File: config.mk
export PLATFORM = sky130hd
export DESIGN_NAME = mbx_ctrl
export DESIGN_NICKNAME = d
export VERILOG_FILES = /design/src/rtl/mbx_pkg.sv /design/src/rtl/mbx_side_port.sv /design/src/rtl/mbx_flag_bank.sv /design/src/rtl/mbx_irq_gen.sv /design/src/rtl/mbx_ctrl.sv
export SDC_FILE = /design/constraint.sdc
export NUM_CORES = 1
export LEC_CHECK = 0
export CORE_AREA = 2 2 69 71
export CTS_BUF_LIST = sky130_fd_sc_hd__clkbuf_16
export DETAILED_ROUTE_END_ITERATION = 12
export DIE_AREA = 0 0 71 73
export DONT_BUFFER_PORTS = 1
export GPL_TIMING_DRIVEN = 0
export PLACE_DENSITY = 0.87
export SLEW_MARGIN = 20
export SYNTH_ARGS = -nofsm -noshare
export SYNTH_HDL_FRONTEND = slang
export SYNTH_HIERARCHICAL = 1
export SYNTH_SLANG_ARGS = --single-unit
File: constraint.sdc
create_clock -name clk -period 1.48 [get_ports clk]
set_clock_uncertainty 0.1 [all_clocks]
set_input_delay 0.296 -clock clk [delete_from_list [all_inputs] [get_ports clk]]
set_output_delay 0.296 -clock clk [all_outputs]
set_load 0.01 [all_outputs]
File: src/rtl/mbx_pkg.sv
`timescale 1ns/1ps
package mbx_pkg;
    localparam int unsigned MBX_SIDES      = 2;
    localparam int unsigned MBX_HI_LSB     = 8;
    localparam int unsigned MBX_CTL_RX_BIT = 0;
    localparam int unsigned MBX_CTL_TX_BIT = 1;
    localparam logic [1:0]  MBX_A_CTRL     = 2'd0;
    localparam logic [1:0]  MBX_A_MASK     = 2'd1;
    localparam logic [1:0]  MBX_A_SETCLR   = 2'd2;
    localparam logic [1:0]  MBX_A_STAT     = 2'd3;
endpackage

File: src/rtl/mbx_side_port.sv
`timescale 1ns/1ps
module mbx_side_port
    import mbx_pkg::*;
#(
    parameter int unsigned NCH = 6,
    parameter int unsigned DW  = 32,
    parameter int unsigned AW  = 2
) (
    input  logic           clk,
    input  logic           rst_n,
    input  logic           sel,
    input  logic           we,
    input  logic [AW-1:0]  addr,
    input  logic [DW-1:0]  wdata,
    input  logic [NCH-1:0] own_flags,
    input  logic [NCH-1:0] peer_flags,
    output logic [DW-1:0]  rdata,
    output logic [NCH-1:0] set_req,
    output logic [NCH-1:0] clr_req,
    output logic           rx_en,
    output logic           tx_en,
    output logic [NCH-1:0] occ_mask,
    output logic [NCH-1:0] free_mask
);
    localparam logic [AW-1:0] A_CTRL   = AW'(MBX_A_CTRL);
    localparam logic [AW-1:0] A_MASK   = AW'(MBX_A_MASK);
    localparam logic [AW-1:0] A_SETCLR = AW'(MBX_A_SETCLR);
    localparam logic [AW-1:0] A_STAT   = AW'(MBX_A_STAT);

    typedef struct packed {
        logic           rx_en;
        logic           tx_en;
        logic [NCH-1:0] occ_m;
        logic [NCH-1:0] free_m;
    } cfg_t;

    cfg_t cfg_d, cfg_q;
    logic wr_hit;
    logic unused_wbits;

    assign unused_wbits = ^wdata;
    assign wr_hit = sel & we;

    always_comb begin
        cfg_d   = cfg_q;
        set_req = '0;
        clr_req = '0;
        if (wr_hit) begin
            case (addr)
                A_CTRL: begin
                    cfg_d.rx_en = wdata[MBX_CTL_RX_BIT];
                    cfg_d.tx_en = wdata[MBX_CTL_TX_BIT];
                end
                A_MASK: begin
                    cfg_d.occ_m  = wdata[NCH-1:0];
                    cfg_d.free_m = wdata[MBX_HI_LSB +: NCH];
                end
                A_SETCLR: begin
                    set_req = wdata[NCH-1:0];
                    clr_req = wdata[MBX_HI_LSB +: NCH];
                end
                default: ;
            endcase
        end
    end

    always_comb begin
        rdata = '0;
        if (sel && !we) begin
            case (addr)
                A_CTRL: begin
                    rdata[MBX_CTL_RX_BIT] = cfg_q.rx_en;
                    rdata[MBX_CTL_TX_BIT] = cfg_q.tx_en;
                end
                A_MASK: begin
                    rdata[NCH-1:0]            = cfg_q.occ_m;
                    rdata[MBX_HI_LSB +: NCH]  = cfg_q.free_m;
                end
                A_STAT: begin
                    rdata[NCH-1:0]            = own_flags;
                    rdata[MBX_HI_LSB +: NCH]  = peer_flags;
                end
                default: rdata = '0;
            endcase
        end
    end

    always_ff @(posedge clk or negedge rst_n) begin
        if (!rst_n) begin
            cfg_q.rx_en  <= 1'b0;
            cfg_q.tx_en  <= 1'b0;
            cfg_q.occ_m  <= '1;
            cfg_q.free_m <= '1;
        end else begin
            cfg_q <= cfg_d;
        end
    end

    assign rx_en     = cfg_q.rx_en;
    assign tx_en     = cfg_q.tx_en;
    assign occ_mask  = cfg_q.occ_m;
    assign free_mask = cfg_q.free_m;

    a_r6_ctrl_write: assert property (@(posedge clk) disable iff (!rst_n)
        (sel && we && addr == A_CTRL) |=>
            (rx_en == $past(wdata[MBX_CTL_RX_BIT]) && tx_en == $past(wdata[MBX_CTL_TX_BIT])));

    a_r7_mask_write: assert property (@(posedge clk) disable iff (!rst_n)
        (sel && we && addr == A_MASK) |=>
            (occ_mask == $past(wdata[NCH-1:0]) && free_mask == $past(wdata[MBX_HI_LSB +: NCH])));

    a_r7_cfg_hold: assert property (@(posedge clk) disable iff (!rst_n)
        !(sel && we && (addr == A_CTRL || addr == A_MASK)) |=>
            ($stable(occ_mask) && $stable(free_mask) && $stable(rx_en) && $stable(tx_en)));
endmodule

File: src/rtl/mbx_flag_bank.sv
`timescale 1ns/1ps
module mbx_flag_bank
    import mbx_pkg::*;
#(
    parameter int unsigned NCH = 6
) (
    input  logic                            clk,
    input  logic                            rst_n,
    input  logic [MBX_SIDES-1:0][NCH-1:0]   set_req,
    input  logic [MBX_SIDES-1:0][NCH-1:0]   clr_req,
    output logic [MBX_SIDES-1:0][NCH-1:0]   flags
);
    typedef struct packed {
        logic [MBX_SIDES-1:0][NCH-1:0] flg;
    } bank_t;

    bank_t bank_d, bank_q;

    always_comb begin
        bank_d = bank_q;
        for (int s = 0; s < MBX_SIDES; s++) begin
            bank_d.flg[s] = (bank_q.flg[s] & ~clr_req[MBX_SIDES-1-s]) | set_req[s];
        end
    end

    always_ff @(posedge clk or negedge rst_n) begin
        if (!rst_n) begin
            bank_q <= '0;
        end else begin
            bank_q <= bank_d;
        end
    end

    assign flags = bank_q.flg;

    for (genvar g = 0; g < MBX_SIDES; g++) begin : g_chk
        a_r2_set_marks: assert property (@(posedge clk) disable iff (!rst_n)
            (|set_req[g]) |=> ((flags[g] & $past(set_req[g])) == $past(set_req[g])));

        a_r3_peer_clears: assert property (@(posedge clk) disable iff (!rst_n)
            (|(clr_req[MBX_SIDES-1-g] & ~set_req[g])) |=>
                ((flags[g] & $past(clr_req[MBX_SIDES-1-g] & ~set_req[g])) == '0));

        a_r5_set_wins: assert property (@(posedge clk) disable iff (!rst_n)
            (|(clr_req[MBX_SIDES-1-g] & set_req[g])) |=>
                ((flags[g] & $past(clr_req[MBX_SIDES-1-g] & set_req[g]))
                    == $past(clr_req[MBX_SIDES-1-g] & set_req[g])));

        a_r4_idle_hold: assert property (@(posedge clk) disable iff (!rst_n)
            (set_req[g] == '0 && clr_req[MBX_SIDES-1-g] == '0) |=> $stable(flags[g]));
    end
endmodule

File: src/rtl/mbx_irq_gen.sv
`timescale 1ns/1ps
module mbx_irq_gen #(
    parameter int unsigned NCH = 6
) (
    input  logic           rx_en,
    input  logic           tx_en,
    input  logic [NCH-1:0] occ_mask,
    input  logic [NCH-1:0] free_mask,
    input  logic [NCH-1:0] own_flags,
    input  logic [NCH-1:0] peer_flags,
    output logic           irq_rx,
    output logic           irq_tx
);
    logic [NCH-1:0] rx_hits;
    logic [NCH-1:0] tx_hits;

    always_comb begin
        rx_hits = peer_flags & ~occ_mask;
        tx_hits = ~own_flags & ~free_mask;
        irq_rx  = rx_en & (|rx_hits);
        irq_tx  = tx_en & (|tx_hits);
    end
endmodule

File: src/rtl/mbx_ctrl.sv
`timescale 1ns/1ps
module mbx_ctrl
    import mbx_pkg::*;
#(
    parameter int unsigned NCH = 6,
    parameter int unsigned DW  = 32,
    parameter int unsigned AW  = 2
) (
    input  logic          clk,
    input  logic          rst_n,
    input  logic          p0_sel,
    input  logic          p0_we,
    input  logic [AW-1:0] p0_addr,
    input  logic [DW-1:0] p0_wdata,
    output logic [DW-1:0] p0_rdata,
    output logic          p0_irq_rx,
    output logic          p0_irq_tx,
    input  logic          p1_sel,
    input  logic          p1_we,
    input  logic [AW-1:0] p1_addr,
    input  logic [DW-1:0] p1_wdata,
    output logic [DW-1:0] p1_rdata,
    output logic          p1_irq_rx,
    output logic          p1_irq_tx
);
    logic [MBX_SIDES-1:0]            sel, we, rx_en, tx_en, irq_rx, irq_tx;
    logic [MBX_SIDES-1:0][AW-1:0]    addr;
    logic [MBX_SIDES-1:0][DW-1:0]    wdata, rdata;
    logic [MBX_SIDES-1:0][NCH-1:0]   set_req, clr_req, flags, occ_mask, free_mask;

    assign sel   = {p1_sel, p0_sel};
    assign we    = {p1_we, p0_we};
    assign addr  = {p1_addr, p0_addr};
    assign wdata = {p1_wdata, p0_wdata};

    for (genvar g = 0; g < MBX_SIDES; g++) begin : g_side
        mbx_side_port #(.NCH(NCH), .DW(DW), .AW(AW)) u_port (
            .clk        (clk),
            .rst_n      (rst_n),
            .sel        (sel[g]),
            .we         (we[g]),
            .addr       (addr[g]),
            .wdata      (wdata[g]),
            .own_flags  (flags[g]),
            .peer_flags (flags[MBX_SIDES-1-g]),
            .rdata      (rdata[g]),
            .set_req    (set_req[g]),
            .clr_req    (clr_req[g]),
            .rx_en      (rx_en[g]),
            .tx_en      (tx_en[g]),
            .occ_mask   (occ_mask[g]),
            .free_mask  (free_mask[g])
        );

        mbx_irq_gen #(.NCH(NCH)) u_irq (
            .rx_en      (rx_en[g]),
            .tx_en      (tx_en[g]),
            .occ_mask   (occ_mask[g]),
            .free_mask  (free_mask[g]),
            .own_flags  (flags[g]),
            .peer_flags (flags[MBX_SIDES-1-g]),
            .irq_rx     (irq_rx[g]),
            .irq_tx     (irq_tx[g])
        );

        a_r8_rx_quiet_when_off: assert property (@(posedge clk) disable iff (!rst_n)
            (!rx_en[g] || flags[MBX_SIDES-1-g] == '0) |-> !irq_rx[g]);

        a_r9_tx_quiet_when_full: assert property (@(posedge clk) disable iff (!rst_n)
            (!tx_en[g] || flags[g] == '1) |-> !irq_tx[g]);
    end

    mbx_flag_bank #(.NCH(NCH)) u_flags (
        .clk     (clk),
        .rst_n   (rst_n),
        .set_req (set_req),
        .clr_req (clr_req),
        .flags   (flags)
    );

    assign p0_rdata  = rdata[0];
    assign p1_rdata  = rdata[1];
    assign p0_irq_rx = irq_rx[0];
    assign p0_irq_tx = irq_tx[0];
    assign p1_irq_rx = irq_rx[1];
    assign p1_irq_tx = irq_tx[1];
endmodule

* Yosys cells after proc, flatten, opt, wreduce, memory -nomap -nowiden
Index checks and enable logic that the tools add are counted.
** Storage, ports and cells
- Bits in registers :: 40
- Input bits :: 74
- Output and inout bits :: 68
- Word-level logic and storage cells :: 68
** Cells by class
- Equal/unequal tests :: 6
- Multiplexer cells :: 16
- Bitwise gates (word level) :: 22
- Reductions and logical operators :: 14
** Operator list (number)
- 2-to-1 mux 6 bit :: 8
- inverter 6 bit :: 8
- AND 6 bit :: 6
- 2-to-1 mux 14 bit :: 2
- case mux 6 bit (2 select lines) :: 2
- OR reduction 6 bit :: 4
- case mux 4 bit (2 select lines) :: 2
- OR 6 bit :: 2
- case mux 2 bit (3 select lines) :: 2
- equality test 2 bit, second input constant :: 4
- AND reduction 2 bit :: 4
- AND 1 bit :: 6
- equality test 2 x 1 -> 1 bit, second input constant :: 2
- zero test 2 bit :: 2
- logical AND 1 bit :: 2
- zero test 1 bit :: 2

* Longest topological paths before layout
- Depth in word-level cells :: 6
- Depth in mapped cells :: 6

* By module
Netlist, hierarchy kept.
** Modules (own cells, without submodules)
- mbx_side_port :: instances 2, cells each 98, area each 1083.5 um^2, sequential area each 365.4 um^2
- mbx_flag_bank :: instances 1, cells each 36, area each 435.4 um^2, sequential area each 300.3 um^2
- mbx_irq_gen :: instances 2, cells each 14, area each 77.6 um^2, sequential area each 0.0 um^2

* Worst setup path before layout
OpenSTA, ideal clock, no wires.
- Kind :: in2reg
- From :: in p1_addr[0]
- To :: reg u_flags.bank_q, in the netlist u_flags/flags[0]
- Library setup time :: 118 ps
- Arrival :: 1159 ps
- Data required time :: 1262 ps
- Path slack :: 103 ps
- Cell stages on the path :: 6
- Path buffers :: 2
- Cells stage by stage :: buf_4 -> and4b_1 -> clkbuf_2 -> and2_1 -> inv_1 -> a21o_1
** RTL lines
- start, declared :: RTL line mbx_ctrl.sv:20 : input logic [AW-1:0] p1_addr,
- end signal, assigned :: RTL line mbx_flag_bank.sv:30 : bank_q <= bank_d;
- end, declared :: RTL line mbx_flag_bank.sv:17 : bank_t bank_d, bank_q;

* Final worst setup path
- From :: reg g_side[0].u_port.cfg_q, in the netlist g_side[0].u_port/occ_mask[4]
- To :: out p0_irq_rx
** On the way
- Cells in the longest elaborated chain, start to end :: 4
** RTL lines
- start, declared :: RTL line mbx_side_port.sv:37 : cfg_t cfg_d, cfg_q;
- start signal, assigned :: RTL line mbx_side_port.sv:95 : cfg_q <= cfg_d;
- inverter 6 bit :: RTL line mbx_irq_gen.sv:18 : rx_hits = peer_flags & ~occ_mask;
- AND 6 bit :: RTL line mbx_irq_gen.sv:18
- OR reduction 6 bit :: RTL line mbx_irq_gen.sv:20 : irq_rx = rx_en & (|rx_hits);
- AND 1 bit :: RTL line mbx_irq_gen.sv:20
- end, declared :: RTL line mbx_ctrl.sv:16 : output logic p0_irq_rx,
Every way passes these cells.

==> flow_metrics.tcl <==
set metrics [dict create \
    critPathMaxFanout 2 \
    synth_top_area_frac 0.229 \
    die_y_um 73 \
    drc_errors 0 \
    vdd_drop_max_v 0.000690 \
    p_per_area_nw_per_um2 1160 \
    finalMaxSlewViolations 0 \
    synth_flop_cell "dfstp_2" \
    gr-total-overflow 0 \
    ys_top_cells_by_count "44 x buf_4, 24 x and2_1, 24 x dfstp_2, 24 x inv_1, 24 x mux2i_1" \
    fin_cells 384 \
    clock-sinks 40 \
    io_pins 142 \
    crit_required_ns 1.08 \
    wl_met2_mm 3.53 \
    antenna_found_initial 0 \
    fin_util 0.764 \
    drt_iter0_drc 70 \
    first_pass_iters 4 \
    die_w_um 71 \
    rsz0062_at_grt "true" \
    track_usage 0.249 \
    grt_pass1_vias 2010 \
    start_util 0.608 \
    clockBufferDepth 2 \
    violations "setup timing" \
    fillers 296 \
    core_area_um2 4540 \
    syn_to_final_growth_pct 25.6 \
    cts-buffers-inserted 5 \
    ys_ff_latch 40 \
    io_buffers 0 \
    ys_types 23 \
    synthTopCellsByArea "dfstp_2 23%, dfrtp_1 15%, buf_4 12%, mux2_4 11%, mux2i_1 8.7%" \
    synth_most_common_cell "buf_4" \
    cts_tree "done" \
    core.rowCount 25 \
    cp-start-kind "flop" \
    finalPower_uw 4030 \
    routed_wl_mm 6.56 \
    hold_class "primary input to flop" \
    antenna_cells 0 \
    finalSetupViolCount 18 \
    synthArstFlopShare 1.00 \
    dieArea_um2 5180 \
    p_leak_uw 0.00176 \
    yosys_warnings 6 \
    reg2reg_slack_ns 0.45 \
    clk_pin_slew_ns 0.06 \
    post-route-period-util 1.12 \
    synth_top_cell_by_area "dfstp_2" \
    timing.hold.ws_ns 0.0589 \
    preCtsSetupSlack_ns -0.0672 \
    syn_area_um2 2760 \
    slowest_stage "dfstp_2" \
    status "complete, but fails checks" \
    post-route-min-period_ns 1.66 \
    synth.avg_cell_area_um2 10.6 \
    clockRootBuffer "clkbuf_16" \
    htree_levels 2 \
    path_cells "o22ai_2 -> o31a_1" \
    ys_seq_area_frac 0.374 \
    worstSetupPathType "flop to primary output" \
    synth_edf_count 0 \
    max_freq_mhz 603 \
    wl_met1_mm 2.41 \
    dp_cells 352 \
    hold_viol 0 \
    layout-drive-gt1-share 0.530 \
    drv_cap 0 \
    ant_nets 0 \
    top_layer "met4" \
    nets 403 \
    end_kind "primary output" \
    wl_per_cell_um 17.1 \
    syn_inst 260 \
    clk-insertion-delay-late_ns 0.28 \
    wl_met3_um 524 \
    cp.arrival_ns 1.26 \
    grt_pass1_wl_mm 9.79 \
    num_vias 2015 \
    final-seq-area_um2 1040 \
    multi_input_area_um2 1510 \
    final.setup.worst_slack_ns -0.178 \
    vias_per_cell 5.25 \
    hpwl_mm 4.50 \
    cp_slowest_stage_delay_ns 0.55 \
    grt_max_degree 41 \
    gp_congestion 0.875 \
]
## per-stage QoR
step,area [um2],setup TNS (ns)
after floorplan,2900,0
after global placement,2970,-0.254
after detailed placement,2970,-0.627
after CTS,3370,-2.04
after global routing,3460,-2.74
final,3460,-1.84
## cells by family (layout without fill, tap and decap cells)
kind of cell / Yosys count / count (layout) / share of synthesized area
buffers and inverters: 76 / 108 / 0.175
and+or+nand+nor: 54 / 54 / 0.125
other: 2 / 40 / 0.00272
AOI/OAI and AO/OA: 36 / 36 / 0.0944
DFF: 40 / 40 / 0.374
muxes: 52 / 52 / 0.229
## routing by layer
| layer | GRT usage | vias up |
|---|---|---|
| li1 | - | 930 |
| met1 | 0.275 | 988 |
| met2 | 0.454 | 85 |
| met3 | 0.0870 | 12 |
| met4 | 0.0713 | 0 |
| met5 | 0 | - |
## critical path: cells and delay by family, from the launching register on
kind           cells  cell delay, ns
AO/OA/AOI/OAI      2            0.43
flip-flops         1            0.55
## layout by cell type (no fill, tap or decap), drive strengths merged
| cell | instances |
|---|---|
| a21o | 12 |
| dlygate4sd3 | 1 |
| clkinv | 3 |
| a211oi | 4 |
| dfstp | 24 |
| dfrtp | 16 |
| buf | 71 |
| and4b | 2 |
| and4bb | 2 |
| inv | 24 |
| conb | 40 |
| nor2 | 20 |
| clkbuf | 7 |
| nand4b | 2 |
| nand2b | 2 |
| a21boi | 4 |
| and2 | 24 |
| nand3b | 2 |
| mux2 | 28 |
| o31a | 4 |
| o22ai | 12 |
| clkinvlp | 2 |
| mux2i | 24 |
## flip-flops by register name (all words and copies together), names as in the netlist
name	cells
g_side.u_port/rx_en	2
g_side.u_port/occ_mask	12
u_flags/flags	12
g_side.u_port/free_mask	12
g_side.u_port/tx_en	2
## power breakdown
part | internal [uW] | leakage (uW) | switching (uW)
Clock | 618 | 0.0000635 | 430
Combinational | 738 | 0.00125 | 511
Sequential | 1450 | 0.000439 | 282
## path summary, 6_finish.rpt
kind,cells past startpoint,end,from
worst max-delay path,2,p0_irq_rx,g_side[0].u_port/occ_mask[4]
worst min-delay path,1,g_side[1].u_port/occ_mask[2],p1_wdata[2]
worst max register to register,3,g_side[1].u_port/occ_mask[4],g_side[1].u_port/occ_mask[4]
worst min register to register,1,g_side[0].u_port/tx_en,g_side[0].u_port/tx_en
max in group asynchronous,2,g_side[1].u_port/free_mask[4],rst_n
min in group asynchronous,2,u_flags/flags[8],rst_n
## area by class of cell
class	count	share of cell area
well taps	54	0.0195
plain buffers	50	0.111
inverters	26	0.0282
clock buffers	5	0.0361
repair buffers	24	0.0650
multi-input cells	182	0.436
flip-flops and latches	40	0.299
clock inverters	3	0.00542
## timing repair
item	4_1_cts	5_1_grt
resized for setup	26	21
endpoints found under the setup margin	26	28
pin swaps	16	12
endpoints found under the hold margin	40	0
buffers inserted	18	4
hold buffers	2	0
Power figures use the tool's default switching activity.
